### src/rtl/vld_pkg.sv
package vld_pkg;

  typedef enum logic [1:0] {ST_IDLE = 2'd0, ST_RD = 2'd1, ST_WR = 2'd2} state_e;

  typedef enum logic [1:0] {
    STEP_HOLD = 2'd0,
    STEP_INC  = 2'd1,
    STEP_INC2 = 2'd2,
    STEP_DEC  = 2'd3
  } step_e;

  // Length modes 1..4 derive the count from the first byte.
  function automatic logic mode_is_var(input logic [2:0] m);
    return (m >= 3'd1) && (m <= 3'd4);
  endfunction

  function automatic logic [1:0] mode_offset(input logic [2:0] m);
    case (m)
      3'd1:    return 2'd1;
      3'd3:    return 2'd2;
      3'd4:    return 2'd3;
      default: return 2'd0;
    endcase
  endfunction

endpackage

### src/rtl/vld_addr_gen.sv
module vld_addr_gen import vld_pkg::*; #(
  parameter int AW = 16
) (
  input  logic          clk,
  input  logic          rst_n,
  input  logic          capture,
  input  logic          restore,
  input  logic          adv,
  input  logic [AW-1:0] cfg_base,
  input  logic [1:0]    cfg_step,
  output logic [AW-1:0] ptr
);

  logic [AW-1:0] base_q, ptr_q;
  step_e         step_q;

  function automatic logic [AW-1:0] next_addr(input logic [AW-1:0] a, input step_e s);
    case (s)
      STEP_INC:  return a + AW'(1);
      STEP_INC2: return a + AW'(2);
      STEP_DEC:  return a - AW'(1);
      default:   return a;
    endcase
  endfunction

  always_ff @(posedge clk or negedge rst_n) begin
    if (!rst_n) begin
      base_q <= '0;
      ptr_q  <= '0;
      step_q <= STEP_HOLD;
    end else if (capture) begin
      base_q <= cfg_base;
      ptr_q  <= cfg_base;
      step_q <= step_e'(cfg_step);
    end else if (restore) begin
      ptr_q <= base_q;
    end else if (adv) begin
      ptr_q <= next_addr(ptr_q, step_q);
    end
  end

  assign ptr = ptr_q;

  // hold code keeps the pointer, decrement code lowers it by one
  a_r6_hold_stable: assert property (@(posedge clk) disable iff (!rst_n)
    (adv && !capture && !restore && step_q == STEP_HOLD) |=> ptr_q == $past(ptr_q));
  a_r6_dec_step: assert property (@(posedge clk) disable iff (!rst_n)
    (adv && !capture && !restore && step_q == STEP_DEC) |=> ptr_q == $past(ptr_q) - AW'(1));
  // a reload returns the pointer to the latched start
  a_r9_reload_base: assert property (@(posedge clk) disable iff (!rst_n)
    (restore && !capture) |=> ptr_q == $past(base_q));

endmodule

### src/rtl/vld_count_unit.sv
module vld_count_unit import vld_pkg::*; #(
  parameter int LW = 13
) (
  input  logic          clk,
  input  logic          rst_n,
  input  logic          capture,
  input  logic          restore,
  input  logic          unit_done,
  input  logic [LW-1:0] cfg_len,
  input  logic [2:0]    cfg_mode,
  input  logic [7:0]    first_data,
  output logic          last_unit,
  output logic          len_zero
);

  localparam int SW = LW + 1;

  logic [LW-1:0] len_q, remain_q, derived, next_remain;
  logic [2:0]    mode_q;
  logic          first_pend, use_derived;

  // first value plus offset, cut to the limit, never below one
  function automatic logic [LW-1:0] clamp_count(input logic [7:0] first,
                                                input logic [1:0] off,
                                                input logic [LW-1:0] lim);
    logic [SW-1:0] s;
    s = SW'(first) + SW'(off);
    if (s > SW'(lim)) s = SW'(lim);
    if (s == '0) s = SW'(1);
    return s[LW-1:0];
  endfunction

  assign derived     = clamp_count(first_data, mode_offset(mode_q), len_q);
  assign use_derived = first_pend && mode_is_var(mode_q);
  assign next_remain = use_derived ? derived - LW'(1) : remain_q - LW'(1);
  assign last_unit   = (next_remain == '0);
  assign len_zero    = (len_q == '0);

  always_ff @(posedge clk or negedge rst_n) begin
    if (!rst_n) begin
      len_q      <= '0;
      mode_q     <= '0;
      remain_q   <= '0;
      first_pend <= 1'b0;
    end else if (capture) begin
      len_q      <= cfg_len;
      mode_q     <= cfg_mode;
      remain_q   <= cfg_len;
      first_pend <= 1'b1;
    end else if (restore) begin
      remain_q   <= len_q;
      first_pend <= 1'b1;
    end else if (unit_done) begin
      remain_q   <= next_remain;
      first_pend <= 1'b0;
    end
  end

  // the count left never exceeds the programmed length
  a_r5_remain_bound: assert property (@(posedge clk) disable iff (!rst_n)
    remain_q <= len_q);
  // a zero length never reaches a byte move
  a_r11_no_unit_on_zero: assert property (@(posedge clk) disable iff (!rst_n)
    unit_done |-> !len_zero);

endmodule

### src/rtl/vl_dma_channel.sv
module vl_dma_channel import vld_pkg::*; #(
  parameter int AW          = 16,
  parameter int LEN_HI_BITS = 5
) (
  input  logic          clk,
  input  logic          rst_n,
  input  logic          arm,
  input  logic          trig,
  input  logic [AW-1:0] cfg_src,
  input  logic [AW-1:0] cfg_dst,
  input  logic [1:0]    cfg_src_step,
  input  logic [1:0]    cfg_dst_step,
  input  logic [1:0]    cfg_type,
  input  logic [7:0]    cfg_len_hi,
  input  logic [7:0]    cfg_len_lo,
  output logic          mem_re,
  output logic          mem_we,
  output logic [AW-1:0] mem_addr,
  output logic [7:0]    mem_wdata,
  input  logic [7:0]    mem_rdata,
  output logic          busy,
  output logic          armed,
  output logic          done
);

  localparam int LW = LEN_HI_BITS + 8;

  state_e        state_q;
  logic [1:0]    type_q;
  logic          armed_q, done_q;
  logic [AW-1:0] src_ptr, dst_ptr;
  logic [LW-1:0] cfg_len;
  logic          last_unit, len_zero;

  // named events
  logic arm_ev, trig_ev, zero_ev, start_ev, wr_ev, finish_ev, restore_ev;

  assign cfg_len    = {cfg_len_hi[LEN_HI_BITS-1:0], cfg_len_lo};
  assign arm_ev     = arm && (state_q == ST_IDLE);
  assign trig_ev    = trig && armed_q && (state_q == ST_IDLE) && !arm;
  assign zero_ev    = trig_ev && len_zero;
  assign start_ev   = trig_ev && !len_zero;
  assign wr_ev      = (state_q == ST_WR);
  assign finish_ev  = zero_ev || (wr_ev && last_unit);
  assign restore_ev = finish_ev && type_q[1];

  vld_addr_gen #(.AW(AW)) i_src_gen (
    .clk(clk), .rst_n(rst_n), .capture(arm_ev), .restore(restore_ev), .adv(wr_ev),
    .cfg_base(cfg_src), .cfg_step(cfg_src_step), .ptr(src_ptr));

  vld_addr_gen #(.AW(AW)) i_dst_gen (
    .clk(clk), .rst_n(rst_n), .capture(arm_ev), .restore(restore_ev), .adv(wr_ev),
    .cfg_base(cfg_dst), .cfg_step(cfg_dst_step), .ptr(dst_ptr));

  vld_count_unit #(.LW(LW)) i_count (
    .clk(clk), .rst_n(rst_n), .capture(arm_ev), .restore(restore_ev), .unit_done(wr_ev),
    .cfg_len(cfg_len), .cfg_mode(cfg_len_hi[7:5]), .first_data(mem_rdata),
    .last_unit(last_unit), .len_zero(len_zero));

  always_ff @(posedge clk or negedge rst_n) begin
    if (!rst_n) begin
      state_q <= ST_IDLE;
      type_q  <= '0;
      armed_q <= 1'b0;
      done_q  <= 1'b0;
    end else begin
      done_q <= finish_ev;
      if (arm_ev) begin
        type_q  <= cfg_type;
        armed_q <= 1'b1;
      end else if (finish_ev && !type_q[1]) begin
        armed_q <= 1'b0;
      end
      case (state_q)
        ST_IDLE: if (start_ev) state_q <= ST_RD;
        ST_RD:   state_q <= ST_WR;
        ST_WR:   state_q <= (!last_unit && type_q[0]) ? ST_RD : ST_IDLE;
        default: state_q <= ST_IDLE;
      endcase
    end
  end

  assign mem_re    = (state_q == ST_RD);
  assign mem_we    = wr_ev;
  assign mem_addr  = mem_re ? src_ptr : (mem_we ? dst_ptr : '0);
  assign mem_wdata = mem_we ? mem_rdata : '0;
  assign busy      = (state_q != ST_IDLE);
  assign armed     = armed_q;
  assign done      = done_q;

  // read and write never share a cycle, and each read is followed by its write
  a_r3_exclusive: assert property (@(posedge clk) disable iff (!rst_n)
    !(mem_re && mem_we));
  a_r3_read_then_write: assert property (@(posedge clk) disable iff (!rst_n)
    mem_re |=> mem_we);
  a_r3_write_after_read: assert property (@(posedge clk) disable iff (!rst_n)
    mem_we |-> $past(mem_re));
  // the done cycle carries no memory access
  a_r11_done_quiet: assert property (@(posedge clk) disable iff (!rst_n)
    done |-> (!mem_re && !mem_we));
  // a one-shot type is disarmed when done shows
  a_r10_disarmed: assert property (@(posedge clk) disable iff (!rst_n)
    (done && !type_q[1]) |-> !armed);
  // a running transfer is not disturbed by trig
  a_r12_busy_runs: assert property (@(posedge clk) disable iff (!rst_n)
    (busy && trig) |=> (busy || done));

endmodule

### config.mk
export PLATFORM = sky130hd
export DESIGN_NAME = vl_dma_channel
export DESIGN_NICKNAME = d
export VERILOG_FILES = /design/src/rtl/vld_pkg.sv /design/src/rtl/vld_addr_gen.sv /design/src/rtl/vld_count_unit.sv /design/src/rtl/vl_dma_channel.sv
export SDC_FILE = /design/constraint.sdc
export NUM_CORES = 1
export LEC_CHECK = 0
export BUFFER_PORTS_ARGS = -buffer_cell sky130_fd_sc_hd__buf_4
export CAP_MARGIN = 20
export CORE_MARGIN = 2
export CORE_UTILIZATION = 54
export DETAILED_ROUTE_END_ITERATION = 12
export PLACE_DENSITY = 0.77
export SLEW_MARGIN = 20
export SYNTH_ARGS = -nofsm -noshare
export SYNTH_HDL_FRONTEND = slang
export SYNTH_SLANG_ARGS = --single-unit
export TNS_END_PERCENT = 30
### constraint.sdc
create_clock -name clk -period 6 [get_ports clk]
set_clock_uncertainty 0.15 [all_clocks]
set_input_delay 0.6 -clock clk [delete_from_list [all_inputs] [get_ports clk]]
set_output_delay 0.6 -clock clk [all_outputs]
set_load 0.005 [all_outputs]
==> results of run 1 <==
## kinds of logic (layout without fill, tap and decap cells)
family	Yosys count	count (layout)	synth area share, %
DFF	104	104	31.3
muxes	25	25	3.11
adders and majority gates	46	46	7.19
xor gates and xnor gates	55	55	5.79
AOI/OAI and AO/OA	285	285	23.4
and+or+nand+nor	463	463	25.4
buffers and inverters	78	225	3.79
## worst max-delay path: cells and delay by family (launching register included)
family          cells  cell delay (ns)
flops               1             0.45
xor+xnor            3             0.50
fa+ha+maj           4             0.97
simple gates        7             1.71
buf+inv             5             0.68
compound gates      8             1.44
## final timing paths
kind                                            end  slack (ns)                start
worst max-delay path               i_src_gen.ptr[9]       -0.02    i_count.mode_q[0]
worst min-delay path            i_dst_gen.step_q[0]        0.07                rst_n
worst max register to register     i_src_gen.ptr[9]       -0.02    i_count.mode_q[0]
worst min register to register  i_src_gen.base_q[3]        0.33  i_src_gen.base_q[3]
max in group asynchronous         i_count.mode_q[0]        4.35                rst_n
min in group clk                  i_count.mode_q[0]        0.27        cfg_len_hi[5]
## report_power, final
part | internal [W] | switching (W) | leakage, nW | total, W
combinational | 0.00150 | 0.00176 | 3.53 | 0.00326
sequential | 0.000988 | 0.000414 | 1.25 | 0.00140
clock | 0.000284 | 0.000289 | 0.133 | 0.000573
## flip-flops by register name, summed over array words and instances, names as in the netlist, 2 cells and up
name,count
i_src_gen.step_q,2
i_dst_gen.base_q,16
i_count.len_q,13
i_dst_gen.ptr,16
i_src_gen.base_q,16
i_src_gen.ptr,16
i_dst_gen.step_q,2
type_q,2
i_count.remain_q,13
state_q,2
i_count.mode_q,3
## area by class of cell
class                           instances  area [um2]
Clock buffer                           10         229
Clock inverter                          6        43.8
Fill cell                            1226        4810
Inverter                               28         105
Multi-Input combinational cell        874        5660
Sequential cell                       104        2610
Tap cell                              188         235
Timing Repair Buffer                  181        1460
## synth_stat cells (all sizes together) (8+ instances only)
| cell type | n | area share [%] |
|---|---|---|
| or3 | 10 | 0.75 |
| xor2 | 24 | 2.5 |
| a21oi | 43 | 2.7 |
| nor3 | 20 | 1.2 |
| a22o | 16 | 1.7 |
| a21o | 17 | 1.5 |
| and2 | 15 | 1.1 |
| and3 | 16 | 1.3 |
| buf | 19 | 1.1 |
| ha | 43 | 6.5 |
| o21ai | 72 | 4.5 |
| o22ai | 11 | 0.83 |
| a211oi | 16 | 1.5 |
| a22oi | 10 | 0.90 |
| xnor2 | 31 | 3.3 |
| nand2 | 232 | 10 |
| inv | 28 | 1.3 |
| a31oi | 25 | 1.9 |
| nor4 | 8 | 0.86 |
| nand3 | 22 | 1.3 |
| dfrtp | 104 | 31 |
| clkbuf | 31 | 1.4 |
| o21a | 9 | 0.81 |
| o211ai | 11 | 0.99 |
| nor2 | 93 | 4.2 |
| nor2b | 8 | 0.60 |
| nand2b | 11 | 0.83 |
| mux2i | 18 | 2.2 |
## repair_timing
| action | 4_1_cts | 5_1_grt |
|---|---|---|
| setup buffers | 9 | 9 |
| resized for setup | 31 | 20 |
| cloned | 2 | 0 |
| pin swaps | 35 | 30 |
| endpoints found under the setup margin | 47 | 47 |
## stage by stage
stage,instance area [um2],power [W]
detailed placement,9630,0.00438
global placement,9630,0.00432
CTS,10200,0.00508
finish,10300,0.00524
floorplan,8360,0.00347
global route,10300,0.00567
## per-layer routing
layer  vias to the layer above  share of wire (%)
li1                       4073                  -
met1                      4030                 44
met2                       350                 46
met3                        48                7.6
met4                         0                2.5
met5                         -                  0
==> key figures, run 1 <==
Status
  – Status: finished, violations left
  – Failing checks: negative setup slack

Logic synthesis
  – Post-synthesis register bit count: 104
  – Sequential share of the synthesized area: 31.3%
  – Synthesized area per cell: 7.88 um2
  – Mapped cell area: 8320 um2
  – Synth warn: 0
  – Synth Instances: 1056
  – Dominant synthesized flop cell: dfrtp_1
  – Async S/R FF share, synth: 100%
  – EDFF count, synth: 0
  – Syn Nets: 1168
  – Post-synth cell types: 76

Clocking
  – Clk sink count: 104
  – H-tree levels: 3
  – Clk root buf: clkbuf_16
  – Worst-skew pair later-pin latency: 0.36 ns
  – CTS tree: done
  – Max clock buf depth: 2
  – Clock Pin Slew Worst Setup and Hold Paths: 0.07 ns
  – CTS Hold Buffers Added: 0
  – CTS buffer count: 9

STA
  – Total negative setup slack: -0.0566 ns
  – Final setup fails: 4
  – Fin crit period: 6.02 ns
  – Slew at the pin closest to its max-slew limit: 1.16 ns
  – Final period util: 100%
  – Hold Vio Cnt, Final: 0
  – Min Hold Slack: 0.0715 ns
  – Setup WS post-layout: -0.0228 ns
  – Unrepaired setup endpoints after global routing: true
  – FMAX: 0.166 GHz
  – Slew HR: 22.5%
  – Max Slew Vio Count: 0

Flow run
  – Max-capacitance violation count: 0

Global route
  – Layer with the highest usage: met2
  – Largest net degree at the start of global routing: 78
  – Met1 GRT Util: 44.5%
  – GRT Util Overall: 31.5%
  – Met2 Use GR: 50.0%
  – Initial antenna violation count: 0
  – Met3 Use GR: 5.68%
  – Grt ovf: 0
  – First-pass GRT wire length: 41200 um
  – Vias in the first global route: 8026

Drt
  – WL final: 25400 um
  – Detailed Route Iter0 Violations: 931
  – Residual DRC: 0
  – Routed via count: 8501
  – Wire per inst: 18.2 um
  – Post-DR vias/cell: 6.11
  – DRT Pass-1 Iters: 5
  – Antenna Nets Post-Route: 0

Finish
  – Share of layout cells above drive strength 1: 22.0%
  – Final core occ: 68.2%
  – Most common cell after layout, fill and taps aside: nand2_1
  – Diodes inserted: 0
  – Area delta synth->final: 24.2%
  – Non-Filler Instances: 1391
  – Layout net count: 1310
  – Most frequent cells in the layout: nand2_1, buf_4, dfrtp_1

Critical path
  – Worst Setup End Kind: flop
  – CP max stage delay: 0.56 ns
  – Req. time, crit path: 6.13 ns
  – Critical-path top delay cell: or4_4
  – Crit Path Category: reg -> reg
  – Arr. time, crit path: 6.15 ns
  – Worst Setup Start Kind: flop
  – Peak fanout along the critical path: 5
  – R2R cell count: 27

Floorplan
  – Initial Utilization: 54.9%
  – Die span in x: 128 um
  – Top Ports: 95
  – Core area: 15100 um2
  – Rows: 45
  – Die height: 128 um
  – Die area: 16400 um2

Place
  – Placer Congestion: 0.939
  – Dpl hpwl: 17900 um
  – I/O Buffers: 94
  – Placed cells: 1355
  – Dpl ws: -0.384 ns

Power and ir drop
  – Leak: 4.91 nW
  – PwrDens: 507 nW/um2
  – Maximum VDD drop: 0.260 mV

Worst hold path
  – Hold Crit Class: in -> async
No activity file was read; power rests on OpenSTA's default activity.
==> run 2: changes to the inputs <==
- CTS_CLUSTER_SIZE: not set -> 25
- SKIP_CTS_REPAIR_TIMING: not set -> 1
==> run 2 against run 1 <==
- critical path depth up 3
- critical endpoint is now i_src_gen.ptr[8]
- the flow still finishes with violations (negative setup slack)
- count of clock-buffer cells in the layout unchanged
- routed wire length increased by 2.2%
==> key figures, run 2 (synthesis gave the netlist of run 1 again) <==
Status
  – Status: finished, violations left
  – Failing checks: negative setup slack

Power and ir drop
  – Sequential share of power: 26.8%
  – PwrDens: 506 nW/um2
  – Sw Share: 47.7%
  – Combinational Power Share: 62.3%
  – Leak: 4.90 nW
  – Clk pwr share: 10.9%
  – Int Pwr: 0.00275 W
  – NetSw: 0.00251 W
  – Pwr Total: 0.00526 W
  – Maximum VDD drop: 0.250 mV

Finish
  – Layout net count: 1305
  – Most common cell after layout, fill and taps aside: nand2_1
  – Most frequent cells in the layout: nand2_1, buf_4, dfrtp_1
  – Fin area: 10400 um2
  – # fillers: 1223
  – Diodes inserted: 0
  – Share of layout cells above drive strength 1: 22.6%
  – Final core occ: 68.7%
  – Area delta synth->final: 25.1%

Clocking
  – CTS tree: done
  – CTS buffer count: 9
  – Clock Pin Slew Worst Setup and Hold Paths: 0.07 ns
  – H-tree levels: 3
  – Clk root buf: clkbuf_16
  – Worst-skew pair later-pin latency: 0.36 ns
  – Clk sink count: 104
  – Max clock buf depth: 2

Floorplan
  – Die area: 16400 um2
  – Initial Utilization: 54.9%
  – Die height: 128 um
  – Top Ports: 95
  – Die span in x: 128 um
  – Core area: 15100 um2
  – Rows: 45

Place
  – Dpl hpwl: 17900 um
  – I/O Buffers: 94
  – Placer Congestion: 0.939
  – Dpl ws: -0.384 ns
  – DP Area: 9630 um2

STA
  – Fin crit period: 6.20 ns
  – Setup WS post-layout: -0.205 ns
  – FMAX: 0.161 GHz
  – Unrepaired setup endpoints after global routing: true
  – Hold Vio Cnt, Final: 0
  – Slew HR: 24.5%
  – Total negative setup slack: -4.61 ns
  – Final setup fails: 39
  – Max Slew Vio Count: 0
  – Slew at the pin closest to its max-slew limit: 1.13 ns
  – Final period util: 103%

Drt
  – Routed via count: 8522
  – WL final: 25900 um
  – Wire per inst: 18.7 um
  – Post-DR vias/cell: 6.15
  – DRT Pass-1 Iters: 5
  – Detailed Route Iter0 Violations: 1033
  – Residual DRC: 0
  – Antenna Nets Post-Route: 0

Critical path
  – Worst Setup End Kind: flop
  – CP max stage delay: 0.56 ns
  – Arr. time, crit path: 6.33 ns
  – Crit Path Category: reg -> reg
  – Peak fanout along the critical path: 5
  – Critical-path top delay cell: or4_4
  – Req. time, crit path: 6.13 ns
  – Worst Setup Start Kind: flop

Global route
  – GRT Util Overall: 30.6%
  – Initial antenna violation count: 0
  – Vias in the first global route: 7889
  – Largest net degree at the start of global routing: 78
  – First-pass GRT wire length: 40100 um
  – Grt ovf: 0

Flow run
  – Max-capacitance violation count: 0

Worst hold path
  – Hold Crit Class: in -> async
## run 2: changes by cell type in the layout (fill, tap and decap cells not counted), sizes merged
| cell | previous run | this run |
|---|---|---|
| buf | 181 | 173 |
| clkbuf | 10 | 13 |
## run 2: metal layers
metal  part of all wire, %  vias up  GRT usage (%)
met5                     0        -              0
met4                   2.6        0           7.50
met3                   7.6       54           5.18
met2                    46      378           48.5
met1                    44     4032           43.7
li1                      -     4058              -
## run 2: worst paths after layout
path,start,endpoint,slack [ns],cells after the start
worst max register to register,i_count.mode_q[0],i_src_gen.ptr[8],-0.20,30
worst max-delay path,i_count.mode_q[0],i_src_gen.ptr[8],-0.20,30
max in group asynchronous,rst_n,i_count.mode_q[0],4.34,2
worst min register to register,i_src_gen.base_q[3],i_src_gen.base_q[3],0.33,2
min in group clk,cfg_len_hi[5],i_count.mode_q[0],0.28,3
worst min-delay path,rst_n,i_dst_gen.ptr[0],0.07,1
## run 2: cell type report
class / count / area [um2] / share of cell area, %
repair buffers: 176 / 1460 / 14.0
flip-flops and latches: 104 / 2610 / 25.0
multi-input cells: 874 / 5740 / 55.1
clock inverters: 6 / 43.8 / 0.421
well taps: 188 / 235 / 2.26
inverters: 28 / 105 / 1.01
clock buffers: 10 / 229 / 2.20
## run 2: worst max-delay path: cells and delay by family, from the launching register on
family / cells / cell delay [ns]
AOI/OAI and AO/OA: 11 / 2.14
xor gates and xnor gates: 1 / 0.09
and+or+nand+nor: 9 / 1.69
adders and majority gates: 3 / 0.68
buffers and inverters: 5 / 0.72
muxes: 1 / 0.21
DFF: 1 / 0.44
## run 2: through the flow
stage,hold slack [ns],std cells
4_1_cts,0.0911,1371
2_1_floorplan,0.154,1056
6_report,0.0713,1386
3_5_place_dp,0.307,1355
3_3_place_gp,0.293,1355
5_1_grt,0.107,1386
## run 2: power by group through the flow
stage	sequential (W)	clock [W]	combinational (W)
global route	0.00145	0.000606	0.00362
detailed placement	0.00139	0	0.00299
floorplan	0.00123	0	0.00224
finish	0.00141	0.000573	0.00328
global placement	0.00139	0	0.00293
CTS	0.00138	0.000573	0.00301
==> run 3: changes to the inputs <==
- ABC_AREA: not set -> 1
- CELL_PAD_IN_SITES_DETAIL_PLACEMENT: not set -> 1
- CELL_PAD_IN_SITES_GLOBAL_PLACEMENT: not set -> 2
- CORE_UTILIZATION: 54 -> 30
==> run 3 against run 2 <==
- the run now ends clean
- sequential power fell by 11%
- non-clock buffer count fell by 67
- cell count rose by 19%
- combinational power rose by 12%
==> key figures, run 3 <==
Drt
  – Residual DRC: 0
  – DRT Pass-1 Iters: 4
  – DR top layer: met4
  – Antenna Nets Post-Route: 0
  – Routed via count: 8131
  – Wire per inst: 17.0 um
  – WL final: 28100 um
  – Met3 WL: 960 um
  – DRT met1 WL: 13900 um
  – Post-DR vias/cell: 4.92
  – Detailed Route Iter0 Violations: 394
  – Met2 wire len: 12900 um

Clocking
  – Clk sink count: 104
  – Clk root buf: clkbuf_16
  – CTS buffer count: 9
  – CTS tree: done
  – Worst-skew pair later-pin latency: 0.36 ns
  – Max clock buf depth: 2
  – H-tree levels: 3
  – Clock Pin Slew Worst Setup and Hold Paths: 0.08 ns

Power and ir drop
  – Leak: 4.96 nW
  – Maximum VDD drop: 0.164 mV
  – PwrDens: 583 nW/um2

STA
  – Fin crit period: 5.55 ns
  – Final setup fails: 0
  – Slew at the pin closest to its max-slew limit: 0.998 ns
  – Slew HR: 33.5%
  – Hold Vio Cnt, Final: 0
  – Max Slew Vio Count: 0
  – Setup WS post-layout: 0.446 ns
  – FMAX: 0.180 GHz
  – Unrepaired setup endpoints after global routing: true
  – Final period util: 92.6%
  – Min Hold Slack: 0.248 ns

Logic synthesis
  – Top-area cell type share of the netlist area: 32.3%
  – Synth cell count leaders: nand2_1, inv_1, nand3_1
  – Synth Instances: 1224
  – Synth top area cells: dfrtp_1, nand2_1, ha_1
  – Leading cell type by number of instances after synthesis: nand2_1
  – Dominant synthesized flop cell: dfrtp_1
  – Post-synth cell types: 41
  – Synth warn: 0
  – Sequential share of the synthesized area: 32.3%
  – EDFF count, synth: 0
  – Async S/R FF share, synth: 100%
  – Mapped cell area: 8060 um2
  – Leading area contributor after synthesis: dfrtp_1
  – Syn Nets: 1336
  – Post-synthesis register bit count: 104
  – Synthesized area per cell: 6.59 um2

Flow run
  – Max-capacitance violation count: 0

Finish
  – Most frequent cells in the layout: nand2_1, inv_1, nand3_1
  – Fin area: 9500 um2
  – Diodes inserted: 0
  – Share of layout cells above drive strength 1: 12.9%
  – Area delta synth->final: 17.8%
  – Most common cell after layout, fill and taps aside: nand2_1
  – Layout net count: 1419

Critical path
  – Bufs and invs on worst path: 6
  – Worst path top cell family by delay: simple AND/OR/NAND/NOR gates
  – Critical-path top delay cell: dfrtp_1
  – Arr. time, crit path: 5.65 ns
  – Worst Setup Start Kind: flop
  – FF-to-FF End: i_src_gen.ptr[0]
  – Crit Path Category: reg -> reg
  – Worst R2R Setup Slack: 0.45 ns
  – CP max stage delay: 0.38 ns
  – Levels on crit path: 36
  – Origin of the worst setup path: i_count.mode_q[2]
  – R2R cell count: 36
  – Req. time, crit path: 6.10 ns
  – Critical path endpoint: i_src_gen.ptr[0]
  – Worst Setup End Kind: flop
  – Peak fanout along the critical path: 21
  – RR Startpoint: i_count.mode_q[2]

Floorplan
  – Die area: 28200 um2
  – Die span in x: 168 um
  – Die height: 168 um
  – Top Ports: 95
  – Initial Utilization: 30.3%
  – Rows: 60
  – Core area: 26700 um2

Status
  – Status: finished, final reports clean

Global route
  – Largest net degree at the start of global routing: 72
  – Initial antenna violation count: 0
  – Vias in the first global route: 8313
  – GRT Util Overall: 19.9%
  – Grt ovf: 0
  – First-pass GRT wire length: 44600 um

Worst hold path
  – Hold Crit Class: in -> async

Place
  – Placer Congestion: 0.822
  – DP Area: 9100 um2
  – Dpl ws: 0.118 ns
  – Dpl hpwl: 21200 um
  – I/O Buffers: 94
[run 3: changes by cell type after synthesis, moves of 14 or more]
cell      previous run  this run
nand2_1            232       426
inv_1               28       142
nand3_1             22       105
xnor2_1             31         0
a31oi_1             25         0
nand4_1              7        31
o21ai_1              6        28
mux2i_1             18         0
a21o_1              17         1
a22o_1              16         0
a211oi_1            15         0
and3_1              14         0
clkbuf_1            31        17
[run 3: cell type report]
cell class,instances,area (um2)
fillers,3402,17200
clock inverters,6,50.0
well taps,341,427
clock buffers,10,239
repair buffers,109,881
flip-flops and latches,104,2600
inverters,150,563
multi-input cells,933,4740
[run 3: where the power goes]
group | switching [W] | internal, W
clock | 0.000314 | 0.000299
sequential | 0.000234 | 0.00103
combinational | 0.00238 | 0.00128
[run 3: metrics by stage]
| stage | util (%) | total power, W | instances | TNS [ns] |
|---|---|---|---|---|
| floorplan | - | 0.00381 | 1224 | 0 |
| finish | 35.6 | 0.00553 | 1653 | 0 |
| global placement | 34.1 | 0.00484 | 1634 | 0 |
| detailed placement | 34.1 | 0.00491 | 1634 | 0 |
| global route | 35.6 | 0.00616 | 1653 | -0.00118 |
| CTS | 35.2 | 0.00555 | 1650 | 0 |
[run 3: worst min path at each step]
stage	cells after the start	to	slack [ns]
2_1_floorplan	0	armed	0.15
3_3_place_gp	2	i_src_gen.base_q[6]	0.30
3_5_place_dp	2	i_dst_gen.base_q[15]	0.30
4_1_cts	3	i_count.len_q[5]	0.29
5_1_grt	3	i_count.mode_q[0]	0.30
6_report	1	i_dst_gen.base_q[12]	0.25
[run 3: cells by family (layout without fill, tap and decap cells)]
logic type	after synthesis	count (layout)	synth area share, %
flops	104	104	32.3
simple gates	706	706	37.4
fa+ha+maj	46	46	7.42
compound gates	166	166	11.3
xor+xnor	15	15	1.72
buf+inv	187	275	9.84
[run 3: worst reg2reg max path: cells and delay by family (launching register included)]
kind	cells	cell delay, ns
AND/OR/NAND/NOR	23	2.83
flip-flops	1	0.38
buffers and inverters	6	0.60
adder cells (fa/ha/maj)	4	1.10
AO/OA/AOI/OAI	2	0.16
XOR/XNOR	1	0.21
[run 3: layer usage]
| metal | GRT usage, % | up-vias |
|---|---|---|
| li1 | - | 4117 |
| met1 | 27.7 | 3870 |
| met2 | 33.4 | 125 |
| met3 | 2.35 | 19 |
| met4 | 4.12 | 0 |
| met5 | 0 | - |
